[src/rtl/ec_mbox_pkg.sv]
package ec_mbox_pkg;
   localparam int unsigned BASE_W = 12;
   localparam int unsigned DAT_W  = 8;
   // command/status port sits this far above the data port; base bit 2 is forced low
   localparam logic [BASE_W-1:0] CMD_OFS    = 12'h004;
   localparam logic [BASE_W-1:0] BASE_FORCE = 12'h005;
   localparam int unsigned ST_OBF = 0;
   localparam int unsigned ST_IBF = 1;
   localparam int unsigned ST_CMD = 3;

   typedef struct packed {
      logic data_wr;
      logic cmd_wr;
      logic data_rd;
      logic stat_rd;
   } host_evt_t;
endpackage

[src/rtl/ec_mbox_cfg.sv]
module ec_mbox_cfg
   import ec_mbox_pkg::*;
#(
   parameter int unsigned            MIDX_W   = 8,
   parameter logic [MIDX_W-1:0]      IDX_ACT  = 8'h30,
   parameter logic [MIDX_W-1:0]      IDX_BHI  = 8'h60,
   parameter logic [MIDX_W-1:0]      IDX_BLO  = 8'h61,
   parameter logic [BASE_W-1:0]      BASE_RST = 12'h062
)(
   input  logic              clk,
   input  logic              rst_n,
   input  logic [MIDX_W-1:0] m_addr,
   input  logic              m_wr,
   input  logic [DAT_W-1:0]  m_wdata,
   output logic              active,
   output logic [BASE_W-1:0] base,
   output logic              cfg_hit,
   output logic [DAT_W-1:0]  cfg_rdata
);
   localparam logic [BASE_W-1:0] BASE_INIT = BASE_RST & ~BASE_FORCE;

   if ((BASE_RST & BASE_FORCE) != '0) begin : g_bad_base
      $error("BASE_RST must have bits 0 and 2 clear");
   end
   if (IDX_ACT == IDX_BHI || IDX_ACT == IDX_BLO || IDX_BHI == IDX_BLO) begin : g_bad_idx
      $error("configuration indices must differ");
   end

   logic              act_q;
   logic [BASE_W-1:0] base_q;

   always_ff @(posedge clk or negedge rst_n) begin
      if (!rst_n) begin
         act_q  <= 1'b0;
         base_q <= BASE_INIT;
      end else if (m_wr) begin
         case (m_addr)
            IDX_ACT: act_q <= m_wdata[0];
            IDX_BHI: base_q[BASE_W-1:DAT_W] <= m_wdata[BASE_W-DAT_W-1:0];
            IDX_BLO: base_q[DAT_W-1:0] <= m_wdata & ~BASE_FORCE[DAT_W-1:0];
            default: ;
         endcase
      end
   end

   always_comb begin
      cfg_hit   = 1'b1;
      cfg_rdata = '0;
      case (m_addr)
         IDX_ACT: cfg_rdata[0] = act_q;
         IDX_BHI: cfg_rdata[BASE_W-DAT_W-1:0] = base_q[BASE_W-1:DAT_W];
         IDX_BLO: cfg_rdata = base_q[DAT_W-1:0];
         default: cfg_hit = 1'b0;
      endcase
   end

   assign active = act_q;
   assign base   = base_q;

   assert_lo_mask_R2: assert property (@(posedge clk) disable iff (!rst_n)
      (m_wr && m_addr == IDX_BLO) |=> (!base_q[0] && !base_q[2]));
endmodule

[src/rtl/ec_mbox_decode.sv]
module ec_mbox_decode
   import ec_mbox_pkg::*;
#(
   parameter int unsigned HADDR_W = 16
)(
   input  logic               clk,
   input  logic               rst_n,
   input  logic               active,
   input  logic [BASE_W-1:0]  base,
   input  logic [HADDR_W-1:0] h_addr,
   input  logic               h_wr,
   input  logic               h_rd,
   output host_evt_t          evt,
   output logic               claim
);
   if (HADDR_W < BASE_W) begin : g_bad_width
      $error("HADDR_W must cover the 12-bit base");
   end

   logic upper_ok;
   if (HADDR_W > BASE_W) begin : g_wide
      assign upper_ok = ~|h_addr[HADDR_W-1:BASE_W];
   end else begin : g_exact
      assign upper_ok = 1'b1;
   end

   logic [BASE_W-1:0] low;
   logic              data_sel, cmd_sel;
   assign low      = h_addr[BASE_W-1:0];
   assign data_sel = active && upper_ok && (low == base);
   assign cmd_sel  = active && upper_ok && (low == (base | CMD_OFS));

   assign evt.data_wr = data_sel & h_wr;
   assign evt.cmd_wr  = cmd_sel  & h_wr;
   assign evt.data_rd = data_sel & h_rd;
   assign evt.stat_rd = cmd_sel  & h_rd;
   assign claim       = (data_sel | cmd_sel) & (h_wr | h_rd);

   // depends on the configuration block keeping base bit 2 low
   assert_one_port_R4: assert property (@(posedge clk) disable iff (!rst_n)
      (evt.data_wr || evt.data_rd) |-> !(evt.cmd_wr || evt.stat_rd));
   assert_idle_R3: assert property (@(posedge clk) disable iff (!rst_n)
      !active |-> !claim);
endmodule

[src/rtl/ec_mbox_status.sv]
module ec_mbox_status
   import ec_mbox_pkg::*;
(
   input  logic             clk,
   input  logic             rst_n,
   input  host_evt_t        evt,
   input  logic [DAT_W-1:0] h_wdata,
   input  logic             m_in_rd,
   input  logic             m_out_wr,
   input  logic             m_st_wr,
   input  logic [DAT_W-1:0] m_wdata,
   output logic [DAT_W-1:0] status,
   output logic [DAT_W-1:0] inbound,
   output logic [DAT_W-1:0] outbound
);
   logic             obf_q, ibf_q, cmd_q;
   logic [DAT_W-1:0] in_q, out_q;
   logic             host_wr;

   assign host_wr = evt.data_wr | evt.cmd_wr;

   always_ff @(posedge clk or negedge rst_n) begin
      if (!rst_n) begin
         in_q  <= '0;
         cmd_q <= 1'b0;
         ibf_q <= 1'b0;
      end else if (host_wr) begin
         in_q  <= h_wdata;
         cmd_q <= evt.cmd_wr;
         ibf_q <= 1'b1;
      end else if (m_in_rd) begin
         ibf_q <= 1'b0;
      end
   end

   always_ff @(posedge clk or negedge rst_n) begin
      if (!rst_n) begin
         out_q <= '0;
         obf_q <= 1'b0;
      end else if (m_out_wr) begin
         out_q <= m_wdata;
         obf_q <= 1'b1;
      end else if (evt.data_rd) begin
         obf_q <= 1'b0;
      end
   end

   for (genvar b = 0; b < DAT_W; b++) begin : g_bit
      if (b == ST_OBF) begin : g_obf
         assign status[b] = obf_q;
      end else if (b == ST_IBF) begin : g_ibf
         assign status[b] = ibf_q;
      end else if (b == ST_CMD) begin : g_cmd
         assign status[b] = cmd_q;
      end else begin : g_fw
         logic fw_q;
         always_ff @(posedge clk or negedge rst_n) begin
            if (!rst_n)       fw_q <= 1'b0;
            else if (m_st_wr) fw_q <= m_wdata[b];
         end
         assign status[b] = fw_q;
      end
   end

   assign inbound  = in_q;
   assign outbound = out_q;

   assert_data_wr_R5: assert property (@(posedge clk) disable iff (!rst_n)
      evt.data_wr |=> (!status[ST_CMD] && status[ST_IBF]));
   assert_cmd_wr_R5: assert property (@(posedge clk) disable iff (!rst_n)
      evt.cmd_wr |=> (status[ST_CMD] && status[ST_IBF]));
   assert_ibf_clear_R6: assert property (@(posedge clk) disable iff (!rst_n)
      (m_in_rd && !host_wr) |=> !status[ST_IBF]);
   assert_obf_set_R7: assert property (@(posedge clk) disable iff (!rst_n)
      m_out_wr |=> status[ST_OBF]);
   assert_obf_clear_R7: assert property (@(posedge clk) disable iff (!rst_n)
      (evt.data_rd && !m_out_wr) |=> !status[ST_OBF]);
   assert_hw_bits_kept_R8: assert property (@(posedge clk) disable iff (!rst_n)
      (m_st_wr && !host_wr && !m_in_rd && !m_out_wr && !evt.data_rd)
      |=> $stable({status[ST_OBF], status[ST_IBF], status[ST_CMD]}));
endmodule

[src/rtl/ec_host_mailbox.sv]
module ec_host_mailbox
   import ec_mbox_pkg::*;
#(
   parameter int unsigned        HADDR_W    = 16,
   parameter int unsigned        MIDX_W     = 8,
   parameter logic [MIDX_W-1:0]  IDX_ACT    = 8'h30,
   parameter logic [MIDX_W-1:0]  IDX_BHI    = 8'h60,
   parameter logic [MIDX_W-1:0]  IDX_BLO    = 8'h61,
   parameter logic [MIDX_W-1:0]  IDX_MBOX   = 8'h10,
   parameter logic [MIDX_W-1:0]  IDX_STAT   = 8'h11,
   parameter logic [BASE_W-1:0]  BASE_RST   = 12'h062,
   parameter logic [DAT_W-1:0]   IDLE_RDATA = 8'hFF
)(
   input  logic               clk,
   input  logic               rst_n,
   input  logic [HADDR_W-1:0] h_addr,
   input  logic               h_wr,
   input  logic               h_rd,
   input  logic [DAT_W-1:0]   h_wdata,
   output logic [DAT_W-1:0]   h_rdata,
   output logic               h_claim,
   input  logic [MIDX_W-1:0]  m_addr,
   input  logic               m_wr,
   input  logic               m_rd,
   input  logic [DAT_W-1:0]   m_wdata,
   output logic [DAT_W-1:0]   m_rdata,
   output logic               irq_mcu,
   output logic               irq_host
);
   if (IDX_MBOX == IDX_STAT || IDX_MBOX == IDX_ACT || IDX_MBOX == IDX_BHI ||
       IDX_MBOX == IDX_BLO || IDX_STAT == IDX_ACT || IDX_STAT == IDX_BHI ||
       IDX_STAT == IDX_BLO) begin : g_bad_idx
      $error("mailbox indices collide with configuration indices");
   end

   logic              active, cfg_hit;
   logic [BASE_W-1:0] base;
   logic [DAT_W-1:0]  cfg_rdata, status, inbound, outbound;
   host_evt_t         evt;
   logic              m_in_rd, m_out_wr, m_st_wr;

   assign m_in_rd  = m_rd && (m_addr == IDX_MBOX);
   assign m_out_wr = m_wr && (m_addr == IDX_MBOX);
   assign m_st_wr  = m_wr && (m_addr == IDX_STAT);

   ec_mbox_cfg #(
      .MIDX_W(MIDX_W), .IDX_ACT(IDX_ACT), .IDX_BHI(IDX_BHI),
      .IDX_BLO(IDX_BLO), .BASE_RST(BASE_RST)
   ) i_cfg (
      .clk(clk), .rst_n(rst_n), .m_addr(m_addr), .m_wr(m_wr), .m_wdata(m_wdata),
      .active(active), .base(base), .cfg_hit(cfg_hit), .cfg_rdata(cfg_rdata)
   );

   ec_mbox_decode #(.HADDR_W(HADDR_W)) i_dec (
      .clk(clk), .rst_n(rst_n), .active(active), .base(base),
      .h_addr(h_addr), .h_wr(h_wr), .h_rd(h_rd), .evt(evt), .claim(h_claim)
   );

   ec_mbox_status i_stat (
      .clk(clk), .rst_n(rst_n), .evt(evt), .h_wdata(h_wdata),
      .m_in_rd(m_in_rd), .m_out_wr(m_out_wr), .m_st_wr(m_st_wr), .m_wdata(m_wdata),
      .status(status), .inbound(inbound), .outbound(outbound)
   );

   always_comb begin
      if (evt.data_rd)      h_rdata = outbound;
      else if (evt.stat_rd) h_rdata = status;
      else                  h_rdata = IDLE_RDATA;
   end

   always_comb begin
      if (cfg_hit)                 m_rdata = cfg_rdata;
      else if (m_addr == IDX_MBOX) m_rdata = inbound;
      else if (m_addr == IDX_STAT) m_rdata = status;
      else                         m_rdata = '0;
   end

   assign irq_mcu  = status[ST_IBF];
   assign irq_host = status[ST_OBF];

   assert_inactive_rdata_R3: assert property (@(posedge clk) disable iff (!rst_n)
      (!active && h_rd) |-> (h_rdata == IDLE_RDATA && !h_claim));
   assert_mcu_irq_R9: assert property (@(posedge clk) disable iff (!rst_n)
      (h_claim && h_wr) |=> irq_mcu);
endmodule

[config.mk]
export PLATFORM = sky130hd
export DESIGN_NAME = ec_host_mailbox
export DESIGN_NICKNAME = d
export VERILOG_FILES = /design/src/rtl/ec_mbox_pkg.sv /design/src/rtl/ec_mbox_cfg.sv /design/src/rtl/ec_mbox_decode.sv /design/src/rtl/ec_mbox_status.sv /design/src/rtl/ec_host_mailbox.sv
export SDC_FILE = /design/constraint.sdc
export NUM_CORES = 1
export LEC_CHECK = 0
export BUFFER_PORTS_ARGS = -buffer_cell sky130_fd_sc_hd__buf_2
export CAP_MARGIN = 25
export CORE_AREA = 4 4 72 61
export DETAILED_ROUTE_END_ITERATION = 12
export DIE_AREA = 0 0 76 65
export PLACE_DENSITY = 0.8
export REMOVE_ABC_BUFFERS = 1
export SLEW_MARGIN = 30
export SYNTH_ARGS = -nofsm -noshare
export SYNTH_HDL_FRONTEND = slang
export SYNTH_SLANG_ARGS = --single-unit
[constraint.sdc]
create_clock -name clk -period 3.35 [get_ports clk]
set_clock_uncertainty 0.15 [all_clocks]
set_input_delay 0.5025 -clock clk [delete_from_list [all_inputs] [get_ports clk]]
set_output_delay 0.5025 -clock clk [all_outputs]
set_load 0.05 [all_outputs]
After elaboration in Yosys (flattened, before gate mapping) --
Index checks and enable logic that the tools add are counted.
Storage, ports and cells: flip-flop bits (word level) 35, input bits 46, output and inout port bits 19, logic and storage cells 55
Cells by class: eq/ne operators 7, mux-type cells 13, bitwise gates (word level) 8, reductions and logical operators 14
Operator list (number):
- 8-bit two-way mux | 5
- 12-bit equality test | 2
- 8-bit by 5-bit equality test with 1-bit output (second input constant) | 2
- 8-bit by 7-bit equality test with 1-bit output (second input constant) | 2
- 8-bit by 6-bit equality test with 1-bit output (second input constant) | 1
- 1-bit logical AND | 6
- 3-bit case mux with 2 select lines | 1
- 2-bit AND reduction | 3
- 1-bit bitwise AND | 5
- 1-bit two-way mux | 5
- 4-bit two-way mux | 1
- 2-bit nonzero test | 2
- 4-bit OR reduction | 1
- 1-bit bitwise OR | 3
- 3-bit OR reduction | 1
- 1-bit case mux with 2 select lines | 1
- 1-bit logical NOT | 1

Depth between registers and ports, before layout --
Gate-level depths: netlist (run 1).
depth in word-level cells 7, depth in mapped cells 5, mapped depth without buffers 4

Cells and area by module --
A second synthesis (run 1) with hierarchy kept.
Unflattened totals: cell total of the unflattened synthesis 192, area total of the unflattened synthesis 2189.6 µm²
Modules (own cells, without submodules):
- ec_mbox_status | instances 1, cells each 61, area each 945.9 µm², sequential area each 600.6 µm²
- ec_mbox_cfg | instances 1, cells each 48, area each 618.1 µm², sequential area each 279.0 µm²
- ec_host_mailbox | instances 1, cells each 59, area each 434.2 µm², sequential area each 0.0 µm²
- ec_mbox_decode | instances 1, cells each 24, area each 191.4 µm², sequential area each 0.0 µm²

Worst setup path before layout (run 1) --
No wires, ideal clock.
path type input to output, start point input h_addr[15], end point output h_claim, arrival time 2614 ps, required time 2697 ps, slack 84 ps, stages 3, buffers on the path 0, path through nor4_2 > and4_1 > nor4b_1
Between the ends: word-level cells in the longest chain between the ends 6, elaborated cells between the ends (all ways) 7, those cells by class bitwise (2); reduce/logical (5)
Ends and longest elaborated chain:
- from (decl) | RTL line ec_host_mailbox.sv:16 | input logic [HADDR_W-1:0] h_addr,
- 4-bit OR reduction (*) | RTL line ec_mbox_decode.sv:22 | assign upper_ok = ~|h_addr[HADDR_W-1:BASE_W];
- 1-bit logical NOT (*) | RTL line ec_mbox_decode.sv:22
- 1-bit logical AND (*) | RTL line ec_mbox_decode.sv:30, ec_mbox_decode.sv:31
- 1-bit logical AND (on tied branches) | RTL line ec_mbox_decode.sv:30, ec_mbox_decode.sv:31
- 1-bit bitwise OR (*) | RTL line ec_mbox_decode.sv:37 | assign claim = (data_sel | cmd_sel) & (h_wr | h_rd);
- 1-bit bitwise AND (*) | RTL line ec_mbox_decode.sv:37
- to (decl) | RTL line ec_host_mailbox.sv:21 | output logic h_claim,
Mark *: on every way between the ends. The rest lies on a longest branch, timed or not.

Final worst setup path (run 1) --
start point input m_addr[3], end point output m_rdata[6]
Between the ends: word-level cells in the longest chain between the ends 4, elaborated cells between the ends (all ways) 11, those cells by class eq/ne (5); mux (5); reduce/logical (1)
Ends and longest elaborated chain:
- from (decl) | RTL line ec_host_mailbox.sv:22 | input logic [MIDX_W-1:0] m_addr,
- 8-bit by 6-bit equality test with 1-bit output, or another cell as far along | RTL line ec_mbox_cfg.sv:49 | case (m_addr)
- 3-bit OR reduction (no line) / 8-bit two-way mux (equally long branches)
- 1-bit two-way mux / 8-bit two-way mux (equally long branches) | RTL line ec_mbox_cfg.sv:49, ec_host_mailbox.sv:73
- 8-bit two-way mux (*) | RTL line ec_host_mailbox.sv:72 | if (cfg_hit) m_rdata = cfg_rdata;
- to (decl) | RTL line ec_host_mailbox.sv:26 | output logic [DAT_W-1:0] m_rdata,
Marked as above.

==> flow_summary.json, run 1 <==
{
  "insertion_delay_ns": 0.29,
  "yosys.area.top_type": "dfrtp_1",
  "grt.total_usage_pct": 19.4,
  "powerDensity_nw_per_um2": 356,
  "hold_viol_final": 0,
  "synthCells": 159,
  "drc": 0,
  "leakagePower_nw": 1.22,
  "rsz0062_at_grt": "false",
  "setup_ws_ns": 0.544,
  "ys.flop_type": "dfrtp_1",
  "antenna_found_initial": 0,
  "critPathMaxFanout": 6,
  "cts_tree": "done",
  "final_util_pct": 65.0,
  "place_congestion": 0.785,
  "drv_slew": 0,
  "grt_max_degree": 36,
  "finalHoldWorstSlack_ns": 0.136,
  "arrival_ns": 2.15,
  "finalWorstPathRequiredPeriod_ns": 2.81,
  "fin_nets": 275,
  "syn_area_sq_um": 1930,
  "ys_ff_latch": 35,
  "dr.pass1.iters": 4,
  "worstSetupEndpointType": "primary output",
  "postCtsSetupBuffers": 0,
  "via_per_inst": 5.45,
  "drtIter0Drc": 134,
  "port_buffers": 64,
  "hold_path_class": "primary input to asynchronous set/reset pin",
  "dpl.hpwl_microns": 3630,
  "vdd_ir_drop_max_uv": 236,
  "final_cell_area_sq_um": 2390,
  "synth_edf_count": 0,
  "clkTransAtPathRegs_ns": 0.07,
  "fin_tns_setup_ns": 0,
  "worst-setup-path-type": "primary input to primary output",
  "dieWidth_microns": 76,
  "dieArea_sq_um": 4940,
  "fmax_mhz": 356,
  "critPathRequiredTime_ns": 2.70,
  "place_ws_ns": 0.569,
  "cts-root-buf": "clkbuf_8",
  "clockBufferDepth": 2,
  "ant_nets": 0,
  "synth.avg_cell_area_sq_um": 12.1,
  "synth_top_area_share_pct": 41.5,
  "critPathLaunchType": "primary input",
  "h-tree-depth": 2,
  "final.period_utilization_pct": 83.8,
  "wl_microns": 4630,
  "n_antenna_cell": 0,
  "drive_above_1_share_pct": 53.0,
  "start_util_pct": 52.4,
  "slew_headroom_pct": 48.5,
  "io_pins": 65,
  "ys_top_cells_by_area": "dfrtp_1 (42%), mux2_2 (17%), mux2_4 (7.0%), xnor2_1 (4.5%), nand2_1 (4.3%)",
  "clock_sinks": 35,
  "cap_violations": 0,
  "power.total_uw": 851,
  "status": "finished clean",
  "wl_per_cell_microns": 16.9,
  "vias": 1492,
  "core_area_sq_um": 3680,
  "grt_first_pass_wirelength_microns": 7540,
  "area_delta_synth_final_pct": 24.1,
  "stdcell_count": 274,
  "num_rows": 20,
  "yosysSeqAreaShare_pct": 45.6,
  "numCtsBuffers": 5,
  "yosys_warnings": 0,
  "async_flop_share_pct": 100,
  "worst_pin_slew_ns": 0.773,
  "dpl_cell_area_sq_um": 2300,
  "setup_viol": 0,
  "gr-total-overflow": 0,
  "chipHeight_microns": 65,
  "cts.repair.resized": 0,
  "place_inst": 266,
  "ys_types": 33,
  "grt_pass1_vias": 1448,
  "cts_hold_buffers": 0
}
-- logic make-up (layout without fill, tap and decap cells) --
kind of cell | after synthesis | count (layout) | share of synthesized area [%]
multiplexers | 46 | 46 | 28.1
buffers and inverters | 6 | 77 | 1.56
AO/OA/AOI/OAI | 12 | 12 | 4.61
AND/OR/NAND/NOR | 50 | 50 | 15.6
XOR/XNOR | 10 | 10 | 4.54
flip-flops | 35 | 35 | 45.6
-- worst max-delay path: stages --
cell and delay [ns]:
buf_2 0.10, or3_1 0.48, nor3b_1 0.57, a22oi_1 0.13
nand2_1 0.12, buf_2 0.26
-- sequential cells by signal (all words and copies together) (netlist names) --
register / flops
i_cfg.base: 10
i_stat.inbound: 8
i_stat.outbound: 8
i_stat.g_bit.g_fw.fw_q: 5
i_cfg.active: 1
i_stat.cmd_q: 1
i_stat.ibf_q: 1
i_stat.obf_q: 1
-- layer usage --
metal / up-vias / track usage (%) / part of all wire (%)
li1: 717 / - / -
met1: 718 / 25.6 / 45
met2: 52 / 29.2 / 45
met3: 5 / 8.33 / 9.3
met4: 0 / 5.11 / 1.1
met5: - / 0 / 0
-- path summary, 6_finish.rpt --
| path | depth (start not counted) | startpoint | slack [ns] | endpoint |
|---|---|---|---|---|
| max | 6 | m_addr[3] | 0.54 | m_rdata[6] |
| min | 1 | rst_n | 0.14 | i_stat.cmd_q$_DFFE_PN0P_ |
| max reg2reg | 4 | i_cfg.base[1]$_DFFE_PN1P_ | 0.86 | i_stat.inbound[2]$_DFFE_PN0P_ |
| min reg2reg | 1 | i_stat.outbound[5]$_DFFE_PN0P_ | 0.36 | i_stat.outbound[5]$_DFFE_PN0P_ |
| max in group asynchronous | 1 | rst_n | 2.42 | i_cfg.base[10]$_DFFE_PN0P_ |
| min in group clk | 2 | h_wdata[7] | 0.29 | i_stat.inbound[7]$_DFFE_PN0P_ |
-- where the power goes --
part / internal, mW / switching [mW]
Clock: 0.145 / 0.159
Combinational: 0.0489 / 0.0482
Sequential: 0.439 / 0.0121
Total: 0.632 / 0.219
-- Yosys cell counts (3+ instances only) --
master	instances
nor2_1	4
nand4_1	4
a22oi_1	7
mux2i_1	8
clkbuf_1	3
mux2_4	9
xnor2_1	10
nand2_1	22
dfrtp_1	32
mux2_2	29
dfstp_2	3
-- final cells by class --
class,instances,area [sq um]
fillers,295,1290
multi-input cells,118,1020
flip-flops and latches,35,880
repair buffers,67,343
clock buffers,5,68.8
well taps,44,55.1
clock inverters,3,20.0
inverters,2,7.51
-- cell usage in the layout (no fill, tap or decap), types with 4 or more instances in the layout --
master and n:
a22oi_1 7, buf_2 64, clkbuf_8 5, dfrtp_1 32, mux2_2 29, mux2_4 9
mux2i_1 8, nand2_1 22, nand4_1 4, nor2_1 4, xnor2_1 10
Note: power is estimated with default switching activity, not from simulation.
==> run 2, diff against run 1 <==
--- a/config.mk
+++ b/config.mk
@@ -5,12 +5,13 @@
 export SDC_FILE = /design/constraint.sdc
 export NUM_CORES = 1
 export LEC_CHECK = 0
+export ABC_AREA = 1
 export BUFFER_PORTS_ARGS = -buffer_cell sky130_fd_sc_hd__buf_2
 export CAP_MARGIN = 25
-export CORE_AREA = 4 4 72 61
+export CORE_AREA = 4 4 81 68
 export DETAILED_ROUTE_END_ITERATION = 12
-export DIE_AREA = 0 0 76 65
-export PLACE_DENSITY = 0.8
+export DIE_AREA = 0 0 85 72
+export PLACE_DENSITY = 0.71
 export REMOVE_ABC_BUFFERS = 1
 export SLEW_MARGIN = 30
 export SYNTH_ARGS = -nofsm -noshare
==> constraint.sdc (replaced) <==
create_clock -name clk -period 2.4 [get_ports clk]
set_clock_uncertainty 0.15 [all_clocks]
set_input_delay 0.36 -clock clk [delete_from_list [all_inputs] [get_ports clk]]
set_output_delay 0.36 -clock clk [all_outputs]
set_load 0.05 [all_outputs]
==> run 2 against run 1 <==
Net effect: the run now ends with negative hold slack, negative setup slack left; sequential power up 40%; sequential cell count is the same; non-clock buffer count up 8; power rose by 42%; core utilization is 6.8 points lower; worst setup slack got worse by 0.55 ns; hold slack lost 0.14 ns; critical path depth rose by 5; via count rose by 40%.
==> flow_summary.json, run 2 <==
{
  "status": "complete, but fails checks",
  "violations": "negative hold slack, negative setup slack",
  "synthXorXnorAreaFrac_pct": 2.91,
  "drive_above_1_share_pct": 32.9,
  "critPathMaxFanout": 5,
  "start_util_pct": 43.8,
  "ys_top_cells_by_area": "dfrtp_1 (38%), nand2_1 (19%), inv_1 (9.3%), nand3_1 (4.5%), dfstp_2 (3.7%)",
  "clock_sinks": 35,
  "drv_slew": 0,
  "powerDensity_nw_per_um2": 432,
  "async_flop_share_pct": 100,
  "slew_headroom_pct": 47.5,
  "chipHeight_microns": 72,
  "ys.flop_type": "dfrtp_1",
  "num_rows": 23,
  "yosys.area_share.adder_pct": 0,
  "n_antenna_cell": 0,
  "combPwrFrac_pct": 13.7,
  "dieWidth_microns": 85,
  "synth_edf_count": 0,
  "synth_commonest_cells": "nand2_1 (104), inv_1 (52), dfrtp_1 (32)",
  "fmax_mhz": 416,
  "setup_viol": 1,
  "cpMaxStageDelayCell": "dfstp_2",
  "leakagePower_nw": 1.48,
  "largest_register_ffs": 10,
  "grt_pass1_vias": 2020,
  "layout_commonest_cell": "nand2_1",
  "ys_ff_latch": 35,
  "port_buffers": 64,
  "final_util_pct": 58.2,
  "core_area_sq_um": 4810,
  "switching_power_uw": 326,
  "yosys.area.top_type": "dfrtp_1",
  "finalHoldWorstSlack_ns": -0.00500,
  "clkTransAtPathRegs_ns": 0.08,
  "syn_area_sq_um": 2100,
  "gr-total-overflow": 0,
  "insertion_delay_ns": 0.30,
  "wl_microns": 5790,
  "clock_power_share_pct": 33.9,
  "area_delta_synth_final_pct": 33.0,
  "yosys_warnings": 0,
  "via_per_inst": 4.85,
  "drtIter0Drc": 106,
  "h-tree-depth": 2,
  "critPathRequiredTime_ns": 1.89,
  "antenna_found_initial": 0,
  "vias": 2084,
  "place_congestion": 0.892,
  "cts-root-buf": "clkbuf_8",
  "yosys.area_share.simple_pct": 33.4,
  "hold_viol_final": 9,
  "grt_max_degree": 36,
  "synth_top_family_by_area": "simple AND/OR/NAND/NOR gates",
  "critPathLaunchType": "register",
  "dieArea_sq_um": 6120,
  "cts_tree": "done",
  "layout_common_cells": "nand2_1 (95), buf_2 (55), inv_1 (48)",
  "grt.total_usage_pct": 19.4,
  "ys_types": 31,
  "clockBufferDepth": 2,
  "fin_nets": 414,
  "final.period_utilization_pct": 100,
  "switching_share_pct": 27.0,
  "synth.most_common_cell": "nand2_1",
  "worstSetupEndpointType": "primary output",
  "synth_mux_area_share_pct": 0,
  "arrival_ns": 1.90,
  "vdd_ir_drop_max_uv": 352,
  "grt_first_pass_wirelength_microns": 9340,
  "io_pins": 65,
  "synth.avg_cell_area_sq_um": 7.23,
  "final_cell_area_sq_um": 2800,
  "fillers": 464,
  "path_cells": "inv_2, nand2_2, nand3_2, nor2_4, nand2_4, nor2_4, buf_6, nand3b_1, nand2_1, inv_2, buf_8",
  "synth_compound_area_share_pct": 10.9,
  "cpPeakStageDelay_ns": 0.55,
  "cap_violations": 0,
  "wl_per_cell_microns": 13.5,
  "finalWorstPathRequiredPeriod_ns": 2.41,
  "synthCells": 291,
  "yosysSeqAreaShare_pct": 41.8,
  "rsz0062_at_grt": "true",
  "dpl_cell_area_sq_um": 2520,
  "dpl.hpwl_microns": 4220,
  "setup_ws_ns": -0.00616,
  "worst_pin_slew_ns": 0.787,
  "pwr-share-seq_pct": 52.4,
  "dr.pass1.iters": 4,
  "synth_top_area_share_pct": 38.1,
  "numCtsBuffers": 5,
  "ant_nets": 0,
  "cts_hold_buffers": 0,
  "hold_path_class": "primary input to asynchronous set/reset pin",
  "drc": 0,
  "p_int_uw": 881,
  "worst-setup-path-type": "register to primary output"
}
-- run 2: cell count changes in the layout (fill, tap and decap cells not counted), moves of 8 or more --
cell,delta
mux2i_1,-8
buf_6,+11
mux2_2,-29
buf_2,-9
nand2_2,+8
nand2_1,+73
mux2_4,-9
o21ai_0,+15
nand3_1,+17
o21ai_2,+8
inv_1,+46
-- run 2: layout make-up --
cell class                 instances  area (sq um)  share of cell area (%)
tap                               62          77.6                    2.77
sequential                        35           880                    31.5
multi-input combinational        197          1070                    38.4
inverter                          54           208                    7.43
clock buffer                       7          76.3                    2.73
timing repair buffer              75           482                    17.2
-- run 2: worst paths after layout --
| check | cells after the start | start | to | slack, ns |
|---|---|---|---|---|
| max reg2reg | 10 | i_cfg.base[1]$_DFFE_PN1P_ | i_stat.inbound[6]$_DFFE_PN0P_ | 0.60 |
| min in group clk | 3 | m_wdata[5] | i_stat.g_bit[5].g_fw.fw_q$_DFFE_PN0P_ | 0.14 |
| min | 1 | rst_n | i_stat.cmd_q$_DFFE_PN0P_ | -0.005 |
| min reg2reg | 2 | i_stat.inbound[5]$_DFFE_PN0P_ | i_stat.inbound[5]$_DFFE_PN0P_ | 0.32 |
| max | 11 | i_cfg.base[1]$_DFFE_PN1P_ | h_rdata[1] | -0.006 |
| max in group asynchronous | 1 | rst_n | i_cfg.base[9]$_DFFE_PN0P_ | 1.60 |
-- run 2: worst max-delay path: cells and delay by family (launching register included) --
| kind | cells | cell delay, ns |
|---|---|---|
| flip-flops | 1 | 0.55 |
| AND/OR/NAND/NOR | 7 | 0.68 |
| buffers and inverters | 4 | 0.37 |
-- run 2: cells by family (layout without fill, tap and decap cells) --
kind of cell	after synthesis	count (layout)
simple gates	157	157
xor+xnor	7	7
flops	35	35
compound gates	33	33
buf+inv	59	136
-- run 2: through the flow --
stage	std cells	setup TNS [ns]	power (mW)	setup slack, ns
floorplan	286	-0.247	0.715	-0.0766
global placement	418	0	0.791	0.00659
detailed placement	418	-0.00152	0.795	-0.00152
CTS	428	-0.0336	1.20	-0.0180
global route	430	-0.595	1.26	-0.0946
finish	430	-0.00616	1.21	-0.00616
-- run 2: repair_timing --
action,CTS,global route
setup buffers,1,2
gates cloned,2,0
pin swaps,5,11
endpoints found under the hold margin,0,0
setup endpoints to repair,10,14
gates resized for setup,36,17
-- run 2: routing by layer --
metal | track usage, % | wire (microns) | up-vias | part of all wire, %
met4 | 5.62 | 66 | 0 | 1.1
met5 | 0 | 0 | - | 0
met2 | 29.2 | 2650 | 75 | 46
met1 | 26.9 | 2580 | 936 | 45
li1 | - | - | 1066 | -
met3 | 6.24 | 483 | 7 | 8.3
-- run 2: power by group through the flow --
stage / Clock, mW / Combinational, mW / Sequential [mW]
2_1_floorplan: 0 / 0.0713 / 0.644
3_3_place_gp: 0 / 0.149 / 0.642
3_5_place_dp: 0 / 0.152 / 0.643
4_1_cts: 0.409 / 0.157 / 0.633
5_1_grt: 0.433 / 0.187 / 0.636
6_report: 0.409 / 0.165 / 0.633
==> run 3, diff against run 2 <==
--- a/config.mk
+++ b/config.mk
@@ -8,10 +8,10 @@
 export ABC_AREA = 1
 export BUFFER_PORTS_ARGS = -buffer_cell sky130_fd_sc_hd__buf_2
 export CAP_MARGIN = 25
-export CORE_AREA = 4 4 81 68
+export CORE_AREA = 4 4 75 63
 export DETAILED_ROUTE_END_ITERATION = 12
-export DIE_AREA = 0 0 85 72
-export PLACE_DENSITY = 0.71
+export DIE_AREA = 0 0 79 67
+export PLACE_DENSITY = 0.79
 export REMOVE_ABC_BUFFERS = 1
 export SLEW_MARGIN = 30
 export SYNTH_ARGS = -nofsm -noshare
==> constraint.sdc (replaced) <==
create_clock -name clk -period 3 [get_ports clk]
set_clock_uncertainty 0.15 [all_clocks]
set_input_delay 0.45 -clock clk [delete_from_list [all_inputs] [get_ports clk]]
set_output_delay 0.45 -clock clk [all_outputs]
set_load 0.05 [all_outputs]
==> run 3 against run 2 <==
Net effect: the flow now finishes without violations; sequential share of layout area up 2.2 points; cell count down 2.6%; sequential power down 20%; worst setup slack better by 0.28 ns; count of clock-buffer cells in the layout down 1; power down 12%; non-clock buffer count down 7; critical path depth down 2; register-to-register slack better by 0.41 ns; largest cell class unchanged; largest power group unchanged; highest routed layer unchanged.
==> flow_summary.json, run 3 (synthesis results as in run 2) <==
{
  "grt.busiest_layer": "met2",
  "dieWidth_microns": 79,
  "drtIter0Drc": 119,
  "slew_headroom_pct": 49.5,
  "leakagePower_nw": 1.39,
  "clockBufferDepth": 2,
  "wl_microns": 5260,
  "final.period_utilization_pct": 90.7,
  "start_util_pct": 52.0,
  "fillers": 383,
  "clock_sinks": 35,
  "dpl.hpwl_microns": 4140,
  "hold_viol_final": 0,
  "crit_path_start": "i_cfg.base[6]$_DFFE_PN1P_",
  "layout_common_cells": "nand2_1 (104), buf_2 (64), inv_1 (52)",
  "insertion_delay_ns": 0.29,
  "cts-root-buf": "clkbuf_8",
  "vdd_ir_drop_max_uv": 362,
  "arrival_ns": 2.12,
  "dr.pass1.iters": 4,
  "dpl_cell_area_sq_um": 2500,
  "finalWorstPathRequiredPeriod_ns": 2.72,
  "hold_path_class": "primary input to asynchronous set/reset pin",
  "port_buffers": 64,
  "grt_max_degree": 36,
  "critPathMaxFanout": 9,
  "crit_buf_inv": 2,
  "worstSetupEndpointType": "primary output",
  "final_cell_area_sq_um": 2620,
  "cts.repair.resized": 0,
  "place_congestion": 0.810,
  "reg2reg_to": "i_stat.inbound[4]$_DFFE_PN0P_",
  "grt_util_met3_pct": 4.73,
  "gr-total-overflow": 0,
  "area_delta_synth_final_pct": 24.3,
  "cts_tree": "done",
  "fmax_mhz": 367,
  "layout_commonest_cell": "nand2_1",
  "drive_above_1_share_pct": 26.5,
  "r2r_slack_ns": 1.01,
  "cts_hold_buffers": 0,
  "antenna_found_initial": 0,
  "via_per_inst": 4.96,
  "timing.rr.start": "i_cfg.base[1]$_DFFE_PN1P_",
  "core_area_sq_um": 4050,
  "crit_family": "simple AND/OR/NAND/NOR gates",
  "status": "finished clean",
  "dieArea_sq_um": 5290,
  "grtUsageMet1_pct": 26.1,
  "numCtsBuffers": 5,
  "worst-setup-path-type": "register to primary output",
  "critPathLaunchType": "register",
  "h-tree-depth": 2,
  "n_antenna_cell": 0,
  "largest_register_ffs": 10,
  "io_pins": 65,
  "grt.total_usage_pct": 20.9,
  "postCtsSetupBuffers": 0,
  "clkTransAtPathRegs_ns": 0.07,
  "cpMaxStageDelayCell": "dfstp_2",
  "grt_use_met2_pct": 35.5,
  "cpPeakStageDelay_ns": 0.56,
  "fin_tns_setup_ns": 0,
  "vias": 2077,
  "critPathRequiredTime_ns": 2.40,
  "ant_nets": 0,
  "fin_nets": 407,
  "path_cells": "xnor2_1, nand2_1, inv_1, nand2_1, nor2_1, nand3_1, nand2_1, nand2_1, buf_2",
  "rsz0062_at_grt": "false",
  "drc": 0,
  "grt_pass1_vias": 1908,
  "cp_common_cell": "nand2_1",
  "drv_slew": 0,
  "chipHeight_microns": 67,
  "cap_violations": 0,
  "powerDensity_nw_per_um2": 407,
  "worst_pin_slew_ns": 0.757,
  "wl_per_cell_microns": 12.6,
  "grt_first_pass_wirelength_microns": 8390,
  "setup_viol": 0,
  "num_rows": 21,
  "ff2ff_path_depth": 10
}
run 3: changes by cell type in the layout (fill, tap and decap cells not counted), moves of 4 or more:
cell	delta
inv_1	+4
buf_2	+9
nand2_2	-7
inv_2	-4
nand2_1	+9
buf_6	-11
run 3: how the worst max path moves through the flow:
stage / end / slack, ns / depth (start not counted)
finish: h_rdata[0] / 0.28 / 9
global route: h_rdata[3] / 0.11 / 9
CTS: h_rdata[0] / 0.31 / 9
detailed placement: m_rdata[4] / 0.42 / 6
global placement: m_rdata[2] / 0.46 / 6
floorplan: m_rdata[5] / 0.34 / 4
run 3: layer usage:
layer  share of wire [%]  vias up
li1                    -     1052
met1                  46      957
met2                  46       60
met3                 6.7        8
met4                 1.3        0
met5                   0        -
run 3: cell type report:
class	instances	area (sq um)	area share, %
Tap cell	57	71.3	2.73
Timing Repair Buffer	68	350	13.4
Inverter	54	203	7.75
Clock buffer	6	82.6	3.16
Sequential cell	35	880	33.6
Multi-Input combinational cell	197	993	38.0
Clock inverter	2	35.0	1.34
run 3: per-stage QoR:
stage | hold WS (ns) | util, % | instances | total power, mW | worst slack [ns]
5_1_grt | 0.136 | 64.6 | 419 | 1.11 | 0.113
4_1_cts | 0.101 | 64.6 | 419 | 1.07 | 0.307
3_3_place_gp | 0.305 | 61.7 | 411 | 0.633 | 0.457
3_5_place_dp | 0.309 | 61.7 | 411 | 0.637 | 0.422
2_1_floorplan | 0.00441 | - | 286 | 0.572 | 0.343
6_report | 0.0734 | 64.6 | 419 | 1.07 | 0.278
run 3: report_power, final:
part / total (mW) / leakage [nW] / switching, mW / internal [mW]
sequential: 0.506 / 0.451 / 0.0135 / 0.493
clock: 0.438 / 0.0612 / 0.169 / 0.269
combinational: 0.122 / 0.874 / 0.0745 / 0.0473
total: 1.07 / 1.39 / 0.257 / 0.809
